## src/rtl/i2ct_pkg.sv

```systemverilog
package i2ct_pkg;
  localparam int unsigned REG_AW = 3;
  localparam int unsigned ADDR_W = 7;
  localparam int unsigned BYTE_W = 8;
  localparam int unsigned ST_W   = 7;
  localparam int unsigned CTL_W  = 4;

  localparam logic [REG_AW-1:0] REG_CTRL = 3'd0;
  localparam logic [REG_AW-1:0] REG_OWN  = 3'd1;
  localparam logic [REG_AW-1:0] REG_STAT = 3'd2;
  localparam logic [REG_AW-1:0] REG_IEN  = 3'd3;
  localparam logic [REG_AW-1:0] REG_DATA = 3'd4;

  localparam int unsigned C_FNACK = 0;
  localparam int unsigned C_GCEN  = 1;
  localparam int unsigned C_EN    = 2;
  localparam int unsigned C_BSEL  = 3;

  localparam int unsigned F_ADDR  = 0;
  localparam int unsigned F_RXD   = 1;
  localparam int unsigned F_TXD   = 2;
  localparam int unsigned F_EMPTY = 3;
  localparam int unsigned F_STOP  = 4;
  localparam int unsigned F_TXM   = 5;
  localparam int unsigned F_GC    = 6;

  typedef struct packed {
    logic              addr_hit;
    logic              rw;
    logic              gc;
    logic              rx_hit;
    logic [BYTE_W-1:0] rx_byte;
    logic              tx_load;
    logic              tx_done;
    logic              stop_hit;
  } bus_ev_t;
endpackage

```

## src/rtl/i2ct_sync.sv

```systemverilog
module i2ct_sync #(
  parameter int unsigned STAGES = 2,
  parameter int unsigned WIDTH  = 2,
  parameter logic [WIDTH-1:0] RST_VAL = '1
) (
  input  logic             clk_i,
  input  logic             rst_ni,
  input  logic [WIDTH-1:0] d_i,
  output logic [WIDTH-1:0] q_o
);
  logic [WIDTH-1:0] stg_q [STAGES];

  always_ff @(posedge clk_i or negedge rst_ni) begin
    if (!rst_ni) begin
      for (int i = 0; i < STAGES; i++) stg_q[i] <= RST_VAL;
    end else begin
      stg_q[0] <= d_i;
      for (int i = 1; i < STAGES; i++) stg_q[i] <= stg_q[i-1];
    end
  end

  assign q_o = stg_q[STAGES-1];
endmodule

```

## src/rtl/i2ct_bus_fsm.sv

```systemverilog
module i2ct_bus_fsm
  import i2ct_pkg::*;
(
  input  logic              clk_i,
  input  logic              rst_ni,
  input  logic              en_i,
  input  logic              gc_en_i,
  input  logic              fnack_i,
  input  logic [ADDR_W-1:0] own_addr_i,
  input  logic [BYTE_W-1:0] tx_byte_i,
  input  logic              scl_i,
  input  logic              sda_i,
  output logic              sda_oe_o,
  output bus_ev_t           ev_o
);
  localparam int unsigned CNT_W = $clog2(BYTE_W) + 1;
  localparam logic [CNT_W-1:0] LAST_BIT = CNT_W'(BYTE_W - 1);

  typedef enum logic [2:0] {
    B_IDLE, B_ADDR, B_AACK, B_RX, B_RACK, B_TX, B_TACK, B_WAIT
  } bstate_e;

  bstate_e           st_q, st_d;
  logic [CNT_W-1:0]  cnt_q, cnt_d;
  logic [BYTE_W-1:0] sh_q, sh_d;
  logic              oe_q, oe_d;
  logic              ph_q, ph_d;
  logic              rw_q, rw_d;
  logic              hit_q, hit_d;
  logic              scl_q, sda_q;

  logic scl_rise, scl_fall, start_det, stop_det;
  logic [BYTE_W-1:0] byte_in;
  logic own_match, gc_match;

  assign scl_rise  = scl_i & ~scl_q;
  assign scl_fall  = ~scl_i & scl_q;
  assign start_det = scl_i & scl_q & sda_q & ~sda_i;
  assign stop_det  = scl_i & scl_q & ~sda_q & sda_i;
  assign byte_in   = {sh_q[BYTE_W-2:0], sda_i};
  assign own_match = (byte_in[BYTE_W-1:1] == own_addr_i) && (byte_in[BYTE_W-1:1] != '0);
  assign gc_match  = gc_en_i && (byte_in[BYTE_W-1:1] == '0);

  always_comb begin
    st_d  = st_q;
    cnt_d = cnt_q;
    sh_d  = sh_q;
    oe_d  = oe_q;
    ph_d  = ph_q;
    rw_d  = rw_q;
    hit_d = hit_q;
    ev_o  = '0;
    if (!en_i) begin
      st_d  = B_IDLE;
      oe_d  = 1'b0;
      hit_d = 1'b0;
    end else if (stop_det) begin
      ev_o.stop_hit = hit_q;
      hit_d = 1'b0;
      st_d  = B_IDLE;
      oe_d  = 1'b0;
    end else if (start_det) begin
      st_d  = B_ADDR;
      cnt_d = '0;
      oe_d  = 1'b0;
    end else begin
      unique case (st_q)
        B_ADDR: if (scl_rise) begin
          sh_d  = byte_in;
          cnt_d = cnt_q + 1'b1;
          if (cnt_q == LAST_BIT) begin
            if (own_match || gc_match) begin
              ev_o.addr_hit = 1'b1;
              ev_o.rw       = byte_in[0];
              ev_o.gc       = gc_match;
              rw_d  = byte_in[0];
              hit_d = 1'b1;
              ph_d  = 1'b0;
              st_d  = B_AACK;
            end else begin
              st_d = B_WAIT;
            end
          end
        end
        B_AACK: if (scl_fall) begin
          if (!ph_q) begin
            oe_d = 1'b1;
            ph_d = 1'b1;
          end else begin
            ph_d  = 1'b0;
            cnt_d = '0;
            if (rw_q) begin
              sh_d = tx_byte_i;
              oe_d = ~tx_byte_i[BYTE_W-1];
              ev_o.tx_load = 1'b1;
              st_d = B_TX;
            end else begin
              oe_d = 1'b0;
              st_d = B_RX;
            end
          end
        end
        B_RX: if (scl_rise) begin
          sh_d  = byte_in;
          cnt_d = cnt_q + 1'b1;
          if (cnt_q == LAST_BIT) begin
            ev_o.rx_hit  = 1'b1;
            ev_o.rx_byte = byte_in;
            ph_d = 1'b0;
            st_d = B_RACK;
          end
        end
        B_RACK: if (scl_fall) begin
          if (!ph_q) begin
            oe_d = ~fnack_i;
            ph_d = 1'b1;
          end else begin
            oe_d  = 1'b0;
            ph_d  = 1'b0;
            cnt_d = '0;
            st_d  = B_RX;
          end
        end
        B_TX: if (scl_fall) begin
          cnt_d = cnt_q + 1'b1;
          if (cnt_q == LAST_BIT) begin
            oe_d = 1'b0;
            ph_d = 1'b0;
            st_d = B_TACK;
          end else begin
            sh_d = {sh_q[BYTE_W-2:0], 1'b0};
            oe_d = ~sh_q[BYTE_W-2];
          end
        end
        B_TACK: begin
          if (scl_rise && !ph_q) begin
            ev_o.tx_done = 1'b1;
            ph_d = 1'b1;
            if (sda_i) st_d = B_WAIT;
          end else if (scl_fall && ph_q) begin
            ph_d  = 1'b0;
            cnt_d = '0;
            sh_d  = tx_byte_i;
            oe_d  = ~tx_byte_i[BYTE_W-1];
            ev_o.tx_load = 1'b1;
            st_d  = B_TX;
          end
        end
        default: ;
      endcase
    end
  end

  always_ff @(posedge clk_i or negedge rst_ni) begin
    if (!rst_ni) begin
      st_q  <= B_IDLE;
      cnt_q <= '0;
      sh_q  <= '0;
      oe_q  <= 1'b0;
      ph_q  <= 1'b0;
      rw_q  <= 1'b0;
      hit_q <= 1'b0;
      scl_q <= 1'b1;
      sda_q <= 1'b1;
    end else begin
      st_q  <= st_d;
      cnt_q <= cnt_d;
      sh_q  <= sh_d;
      oe_q  <= oe_d;
      ph_q  <= ph_d;
      rw_q  <= rw_d;
      hit_q <= hit_d;
      scl_q <= scl_i;
      sda_q <= sda_i;
    end
  end

  assign sda_oe_o = oe_q;

  p_off_no_drive_r11: assert property (@(posedge clk_i) disable iff (!rst_ni)
    !en_i |=> !oe_q);
  p_drive_scl_low_r12: assert property (@(posedge clk_i) disable iff (!rst_ni)
    $rose(oe_q) |-> !$past(scl_i));
  p_nack_release_r7: assert property (@(posedge clk_i) disable iff (!rst_ni)
    (ev_o.tx_done && sda_i) |=> !oe_q);
  p_single_event_r6: assert property (@(posedge clk_i) disable iff (!rst_ni)
    $onehot0({ev_o.addr_hit, ev_o.rx_hit, ev_o.tx_load, ev_o.tx_done, ev_o.stop_hit}));
endmodule

```

## src/rtl/i2ct_regs.sv

```systemverilog
module i2ct_regs
  import i2ct_pkg::*;
(
  input  logic              clk_i,
  input  logic              rst_ni,
  input  logic [REG_AW-1:0] reg_addr_i,
  input  logic              reg_we_i,
  input  logic [BYTE_W-1:0] reg_wdata_i,
  output logic [BYTE_W-1:0] reg_rdata_o,
  input  bus_ev_t           ev_i,
  output logic              en_o,
  output logic              gc_en_o,
  output logic              fnack_o,
  output logic [ADDR_W-1:0] own_addr_o,
  output logic [BYTE_W-1:0] tx_byte_o,
  output logic              irq_o
);
  logic [CTL_W-1:0]  ctrl_q;
  logic [ADDR_W-1:0] own_q;
  logic [ST_W-1:0]   st_q, ien_q, st_set, st_keep, st_next;
  logic [BYTE_W-1:0] data_q;

  always_comb begin
    st_set          = '0;
    st_set[F_ADDR]  = ev_i.addr_hit;
    st_set[F_GC]    = ev_i.addr_hit & ev_i.gc;
    st_set[F_RXD]   = ev_i.rx_hit;
    st_set[F_TXD]   = ev_i.tx_done;
    st_set[F_EMPTY] = ev_i.tx_load;
    st_set[F_STOP]  = ev_i.stop_hit;
    st_keep = (reg_we_i && reg_addr_i == REG_STAT) ? reg_wdata_i[ST_W-1:0] : '1;
    // bus events win over a same-cycle clear
    st_next = (st_q & st_keep) | st_set;
    if (ev_i.addr_hit) st_next[F_TXM] = ev_i.rw;
  end

  always_ff @(posedge clk_i or negedge rst_ni) begin
    if (!rst_ni) begin
      ctrl_q <= '0;
      own_q  <= '0;
      st_q   <= '0;
      ien_q  <= '0;
      data_q <= '0;
    end else begin
      st_q <= st_next;
      if (reg_we_i && reg_addr_i == REG_CTRL) ctrl_q <= reg_wdata_i[CTL_W-1:0];
      if (reg_we_i && reg_addr_i == REG_OWN)  own_q  <= reg_wdata_i[ADDR_W-1:0];
      if (reg_we_i && reg_addr_i == REG_IEN)  ien_q  <= reg_wdata_i[ST_W-1:0];
      if (ev_i.rx_hit)                              data_q <= ev_i.rx_byte;
      else if (reg_we_i && reg_addr_i == REG_DATA)  data_q <= reg_wdata_i;
    end
  end

  always_comb begin
    unique case (reg_addr_i)
      REG_CTRL: reg_rdata_o = BYTE_W'(ctrl_q);
      REG_OWN:  reg_rdata_o = BYTE_W'(own_q);
      REG_STAT: reg_rdata_o = BYTE_W'(st_q);
      REG_IEN:  reg_rdata_o = BYTE_W'(ien_q);
      REG_DATA: reg_rdata_o = data_q;
      default:  reg_rdata_o = '0;
    endcase
  end

  assign en_o       = ctrl_q[C_EN];
  assign gc_en_o    = ctrl_q[C_GCEN];
  assign fnack_o    = ctrl_q[C_FNACK];
  assign own_addr_o = own_q;
  assign tx_byte_o  = data_q;
  assign irq_o      = |(st_q & ien_q);

  p_wzc_r9: assert property (@(posedge clk_i) disable iff (!rst_ni)
    (reg_we_i && reg_addr_i == REG_STAT && st_set == '0 && !ev_i.addr_hit)
      |=> st_q == ($past(st_q) & $past(reg_wdata_i[ST_W-1:0])));
  p_addr_flag_r2: assert property (@(posedge clk_i) disable iff (!rst_ni)
    ev_i.addr_hit |=> (st_q[F_ADDR] && st_q[F_TXM] == $past(ev_i.rw)));
  p_rx_capture_r5: assert property (@(posedge clk_i) disable iff (!rst_ni)
    ev_i.rx_hit |=> (data_q == $past(ev_i.rx_byte) && st_q[F_RXD]));
  p_gc_flag_r4: assert property (@(posedge clk_i) disable iff (!rst_ni)
    (ev_i.addr_hit && ev_i.gc) |=> st_q[F_GC]);
endmodule

```

## src/rtl/i2c_target_evt.sv

```systemverilog
module i2c_target_evt
  import i2ct_pkg::*;
#(
  parameter int unsigned SYNC_STAGES = 2
) (
  input  logic              clk_i,
  input  logic              rst_ni,
  input  logic              scl_i,
  input  logic              sda_i,
  output logic              sda_oe_o,
  input  logic [REG_AW-1:0] reg_addr_i,
  input  logic              reg_we_i,
  input  logic [BYTE_W-1:0] reg_wdata_i,
  output logic [BYTE_W-1:0] reg_rdata_o,
  output logic              irq_o
);
  logic              scl_s, sda_s;
  logic              en, gc_en, fnack;
  logic [ADDR_W-1:0] own_addr;
  logic [BYTE_W-1:0] tx_byte;
  bus_ev_t           ev;

  i2ct_sync #(.STAGES(SYNC_STAGES), .WIDTH(2), .RST_VAL(2'b11)) u_sync (
    .clk_i  (clk_i),
    .rst_ni (rst_ni),
    .d_i    ({scl_i, sda_i}),
    .q_o    ({scl_s, sda_s})
  );

  i2ct_bus_fsm u_bus (
    .clk_i      (clk_i),
    .rst_ni     (rst_ni),
    .en_i       (en),
    .gc_en_i    (gc_en),
    .fnack_i    (fnack),
    .own_addr_i (own_addr),
    .tx_byte_i  (tx_byte),
    .scl_i      (scl_s),
    .sda_i      (sda_s),
    .sda_oe_o   (sda_oe_o),
    .ev_o       (ev)
  );

  i2ct_regs u_regs (
    .clk_i       (clk_i),
    .rst_ni      (rst_ni),
    .reg_addr_i  (reg_addr_i),
    .reg_we_i    (reg_we_i),
    .reg_wdata_i (reg_wdata_i),
    .reg_rdata_o (reg_rdata_o),
    .ev_i        (ev),
    .en_o        (en),
    .gc_en_o     (gc_en),
    .fnack_o     (fnack),
    .own_addr_o  (own_addr),
    .tx_byte_o   (tx_byte),
    .irq_o       (irq_o)
  );
endmodule

```

## config.mk

```make
export PLATFORM = sky130hd
export DESIGN_NAME = i2c_target_evt
export DESIGN_NICKNAME = d
export VERILOG_FILES = /design/src/rtl/i2ct_pkg.sv /design/src/rtl/i2ct_sync.sv /design/src/rtl/i2ct_bus_fsm.sv /design/src/rtl/i2ct_regs.sv /design/src/rtl/i2c_target_evt.sv
export SDC_FILE = /design/constraint.sdc
export NUM_CORES = 1
export LEC_CHECK = 0
export ABC_AREA = 1
export BUFFER_PORTS_ARGS = -buffer_cell sky130_fd_sc_hd__buf_2
export CAP_MARGIN = 15
export CORE_MARGIN = 3
export CORE_UTILIZATION = 35
export CTS_BUF_LIST = sky130_fd_sc_hd__clkbuf_8
export DETAILED_ROUTE_END_ITERATION = 10
export PLACE_DENSITY_LB_ADDON = 0.3
export SYNTH_ARGS = -nofsm -noshare
export SYNTH_HDL_FRONTEND = slang
export SYNTH_SLANG_ARGS = --single-unit
```

## constraint.sdc

```tcl
create_clock -name clk_i -period 1.8 [get_ports clk_i]
set_input_delay 0.36 -clock clk_i [delete_from_list [all_inputs] [get_ports clk_i]]
set_output_delay 0.36 -clock clk_i [all_outputs]
set_load 0.02 [all_outputs]
```

Word level (Yosys, flattened, before mapping)
Index checks and enable logic that the tools add are counted.
Storage, ports and cells
  latch bits: 0
  memories kept: 0
  memory bits (writable): 0
  output and inout port bits: 10
  ROM bits: 0
  input port bits: 16
  logic and storage cells: 209
  flip-flop bits (word level): 57
Operators by class
  multipliers: 0
  bitwise operators: 20
  divide/modulo/power cells: 0
  muxes and demuxes: 91
  $lt $le $gt $ge: 0
  shifts and indexed selects: 0
  reduce and logical (&&, ||, !) cells: 28
  add/sub/neg operators: 1
  equal/unequal tests: 53
Operators by type and width (number)
  $mux 3: 22
  $mux 7: 9
  $ne 5x5->1 const B: 12
  $pmux 8 s5: 1
  $mux 1: 38
  $mux 14: 2
  $mux 4: 7
  $pmux 7 s4: 1
  $mux 9: 3
  $ne 2x1->1 const B: 11
  $ne 3x1->1 const B: 6
  $pmux 3 s6: 1
  $mux 8: 2
  $pmux 4 s4: 1
  $mux 15: 1
  $ne 3x3->1 const B: 5
  $and 7x7->7: 2
  $reduce_and 13->1: 1
  $eq 3x2->1 const B: 4
  $eq 3x3->1 const B: 4
  $ne 6x6->1 const B: 2
  $reduce_and 12->1: 1
  $reduce_and 11->1: 1
  $reduce_bool 5->1: 2
  other kinds (28): 54

Logic depth before layout (Yosys ltp)
  depth after elaboration: 13
  mapped depth: 12
  depth with buffers taken out: 12

Cells and area by module
Synthesis repeated with hierarchy kept, for this count alone.
Unflattened totals
  cell total of the unflattened synthesis: 520
  area, all modules: 3702.3 um2
By module, submodules not included
  i2ct_regs: area each 1871.8 um2, cells an instance 249, seq. area each 825.8 um2, times used 1
  i2ct_bus_fsm: area each 1710.4 um2, cells an instance 265, seq. area each 503.0 um2, times used 1
  i2ct_sync: area each 120.1 um2, cells an instance 6, seq. area each 105.1 um2, times used 1

Least setup slack after synthesis
OpenSTA, ideal clock, no wires.
  path kind: reg2reg
  start: register u_bus.sda_q
  end: register u_bus.sh_q[0]
  cell stages (with the launch flop): 10
  required time: 1683 ps
  slack: 203 ps
  buffers on the path: 0
  setup time: 117 ps
  data arrival time: 1480 ps
  clock period less this slack: 1597 ps
  cells stage by stage: dfstp_2 inv_1 nand3_1 nand2_1 nor2_2 nand2_1 nor2_2 nand2_4 nand2_1 nand2_1
Between the ends
  word-level cells in the longest chain between the ends: 5
  elaborated cells between the ends (all ways): 8
  those cells by class: bitwise: 7; reduce/logical: 1
Ends and longest elaborated chain
  start: declaration: line i2ct_bus_fsm.sv:30  | logic scl_q, sda_q;
  start signal: assignment: line i2ct_bus_fsm.sv:174  | sda_q <= sda_i;
  $not 1->1: line i2ct_bus_fsm.sv:39  | assign stop_det = scl_i & scl_q & ~sda_q & sda_i;
  $and 1x1->1 (2 in a row): line i2ct_bus_fsm.sv:39
  $not 1->1 (no source line)
  $reduce_and 12->1 (no source line) (*)
  end signal: assignment: line i2ct_bus_fsm.sv:158  | sh_q <= '0;
  end signal: assignment: line i2ct_bus_fsm.sv:168  | sh_q <= sh_d;
  end: declaration: line i2ct_bus_fsm.sv:25  | logic [BYTE_W-1:0] sh_q, sh_d;
Every way passes the cells marked *; elsewhere a longest branch is shown, timed or not.
A chain may end at the register's enable or synchronous reset.

Final worst setup path
  start: register u_regs.st_q[6]
  end: output irq_o
Between the ends
  word-level cells in the longest chain between the ends: 2
Ends and longest elaborated chain
  start: declaration: line i2ct_regs.sv:20  | logic [ST_W-1:0] st_q, ien_q, st_set, st_keep, st_next;
  start signal: assignment: line i2ct_regs.sv:45  | st_q <= st_next;
  $and 7x7->7: line i2ct_regs.sv:70  | assign irq_o = |(st_q & ien_q);
  $reduce_or 7->1: line i2ct_regs.sv:70
  end: declaration: line i2c_target_evt.sv:15  | output logic irq_o
No other way between the ends.

==> summary.md <==
| Metric | Value |
|---|---|
| Outcome | finished, violations left |
| Failing checks | hold timing, setup timing |
| CP max FO | 2 |
| Top FF cell, synth | dfrtp_1 |
| Maximum vdd drop | 573 uV |
| Critical path type | register to output port |
| Setup-failing EPs final | 1 |
| Worst EP required | 1440 ps |
| Crit path time final | 1820 ps |
| Dpl ws | 40.6 ps |
| Tot GR Track Use | 0.184 |
| P&R area growth vs syn | 20.9% |
| Die Footprint | 10300 sq um |
| DIE WIDTH | 102 um |
| Worst R2R Start | u_bus.st_q[1]$_DFFE_PN0P_ |
| PD cells | 1310 nW/um^2 |
| Synth Warn # | 0 |
| Post-route setup slack | -15.4 ps |
| # diodes | 0 |
| Slew Limit Headroom | 0.704 |
| Synthesized netlist net count | 452 |
| 1st-iter DRT viols | 198 |
| # fillers | 905 |
| Routed WL per cell | 15.2 um |
| Largest net degree at the start of global routing | 58 |
| Clock root cell | clkbuf_8 |
| Skew final | 9.18 ps |
| R2R cell count | 10 |
| Hold Path Class | input pin to asynchronous set/reset pin |
| Longest Clk Path Bufs | 2 |
| Antenna violations before repair | 0 |
| Period utilization | 1.01 |
| Max H-tree Level | 3 |
| DP Wirelength | 7.00 mm |
| CP arrival | 1460 ps |
| Post-Synthesis Cell Area | 3200 sq um |
| Die H | 102 um |
| Routed vias | 3095 |
| Synthesized area per cell | 7.36 sq um |
| Clk sinks | 57 |
| Pwr Total | 5060 uW |
| Setup crit start kind | register |
| Vias in the first global route | 2887 |
| RSZ-0062 raised after global routing | yes |
| DR vias/cell | 5.18 |
| Post-synthesis sequential area ratio | 0.448 |
| Core Box Area | 8810 sq um |
| Multi-input combinational cell area | 1580 sq um |
| CTS tree | built |
| Worst reg2reg endpoint | u_bus.sh_q[3]$_DFFE_PN0P_ |
| Cts bufs inserted | 9 |
| DR pass1 iterations | 5 |
| Row count | 34 |
| Later-pin clock latency in the skew report | 340 ps |
| DR DRC count | 0 |
| Grt ovf | 0 |
| # IOs | 26 |
| Final hold vios | 2 |
| Port Buffers | 25 |
| Fin. max-slew vios | 0 |
| GPL Wtd Cong | 0.889 |
| Placed cells | 579 |
| Worst hold margin | -4.49 ps |
| Critical Path End Type | output port |
| Seq. cell area | 1440 sq um |
| Final cell count without fillers | 597 |
| Global-route wire length before repair | 14.6 mm |
| Antenna-violating nets left | 0 |
| Synthesized flop and latch total | 57 |
| Total wire length | 9.06 mm |
| Post-synth ARST share | 1.00 |
| Layout cells sized above 1 | 0.204 |
| FF-to-FF setup slack | 140 ps |
| Max cap viols | 0 |
| Worst-margin pin slew | 442 ps |
| Clock-pin slew on the worst setup and hold paths | 70 ps |
| Cell variety after synth | 36 |
| Cells after synthesis | 435 |
| Starting density of the core | 0.364 |
| Peak Freq | 0.551 GHz |
| Fin nets | 501 |
| Leakage | 0.00199 uW |
| Post-synth EDFFs | 0 |
| CP startpoint | u_regs.st_q[6]$_DFF_PN0_ |
critical path: stages, from the launching register on:
cell and delay, ps:
dfrtp_1 410, a22o_1 250, a221oi_2 170, nand4_1 120, buf_4 180
placed cells by master (no fill, tap or decap), types with 2 or more instances in the layout:
master / instances
inv_2: 8
nand3_2: 3
a221oi_2: 2
o221ai_1: 8
nor2_2: 7
nor3_2: 2
inv_1: 53
dfrtp_2: 4
buf_2: 24
nand2_2: 3
a21oi_1: 4
a221o_1: 2
xor2_1: 2
xnor2_1: 3
o21ai_1: 4
nand2_1: 139
nand2_4: 2
nor3_1: 5
nand4_1: 4
nor2_1: 23
dfrtp_1: 47
o211ai_1: 2
clkbuf_8: 12
o2111ai_1: 4
nand3_1: 45
dfstp_2: 6
buf_4: 20
o21ai_0: 36
metrics by stage:
| stage | TNS (ps) | instance area [sq um] | utilization |
|---|---|---|---|
| 2_1_floorplan | 0 | 3200 | - |
| 3_3_place_gp | 0 | 3580 | 0.407 |
| 3_5_place_dp | 0 | 3580 | 0.407 |
| 4_1_cts | -58.2 | 3810 | 0.432 |
| 5_1_grt | -60.0 | 3870 | 0.440 |
| 6_report | -15.4 | 3870 | 0.440 |
cells by family after synthesis:
group | synth area share
fa+ha+maj | 0.00391
buf+inv | 0.0789
simple gates | 0.324
flops | 0.448
xor+xnor | 0.0137
compound gates | 0.132
state kept, by name, summed over array words and instances (netlist names):
signal / cells
u_regs.ctrl_q: 4
u_sync.q_o: 2
u_bus.hit_q: 1
u_bus.sda_q: 1
u_regs.st_q: 7
u_regs.tx_byte_o: 8
u_bus.ph_q: 1
u_bus.sh_q: 7
u_sync.stg_q: 2
u_bus.st_q: 3
u_regs.ien_q: 7
u_regs.own_addr_o: 7
u_bus.cnt_q: 4
u_bus.scl_q: 1
u_bus.sda_oe_o: 1
u_bus.rw_q: 1
worst max-delay path by stage:
stage                                      to  slack, ps
floorplan           u_bus.sh_q[0]$_DFFE_PN0P_        200
global placement               reg_rdata_o[2]         90
detailed placement             reg_rdata_o[2]         40
CTS                                     irq_o        -60
global route                            irq_o        -60
finish                                  irq_o        -20
what timing repair did:
action	in CTS	in global routing
setup buffers	1	1
endpoints found under the setup margin	2	31
pin swaps	1	3
hold buffers	0	0
gates resized for setup	3	18
metal layers:
layer / up-vias / wire, um / global-route usage
li1: 1530 / - / -
met1: 1447 / 4250 / 0.265
met2: 104 / 4140 / 0.273
met3: 14 / 529 / 0.0358
met4: 0 / 136 / 0.0695
met5: - / 0 / 0
report_power, final:
group          total, uW  switching [uW]  internal, uW
clock network       1270             529           743
registers           1940             362          1580
logic               1850            1130           725
total               5060            2020          3040
final cells by class:
type / count / area share
inverter: 59 / 0.0572
clock buffer: 12 / 0.0426
sequential: 57 / 0.371
multi-input combinational: 312 / 0.407
tap: 108 / 0.0349
timing repair buffer: 45 / 0.0749
clock inverter: 4 / 0.0116
cells in the mapped netlist, drive strengths merged (3+ instances only):
| cell | n | share of area |
|---|---|---|
| o21ai | 41 | 0.064 |
| nor3 | 7 | 0.013 |
| xnor2 | 3 | 0.0082 |
| nand3 | 48 | 0.075 |
| inv | 59 | 0.069 |
| nand4 | 4 | 0.0078 |
| nand2 | 144 | 0.17 |
| dfstp | 6 | 0.049 |
| nor2 | 31 | 0.042 |
| o2111ai | 4 | 0.011 |
| dfrtp | 51 | 0.40 |
| o221ai | 8 | 0.022 |
| buf | 4 | 0.0063 |
| clkbuf | 3 | 0.0035 |
| a21oi | 4 | 0.0063 |
Note: power is estimated with default switching activity, not from simulation.
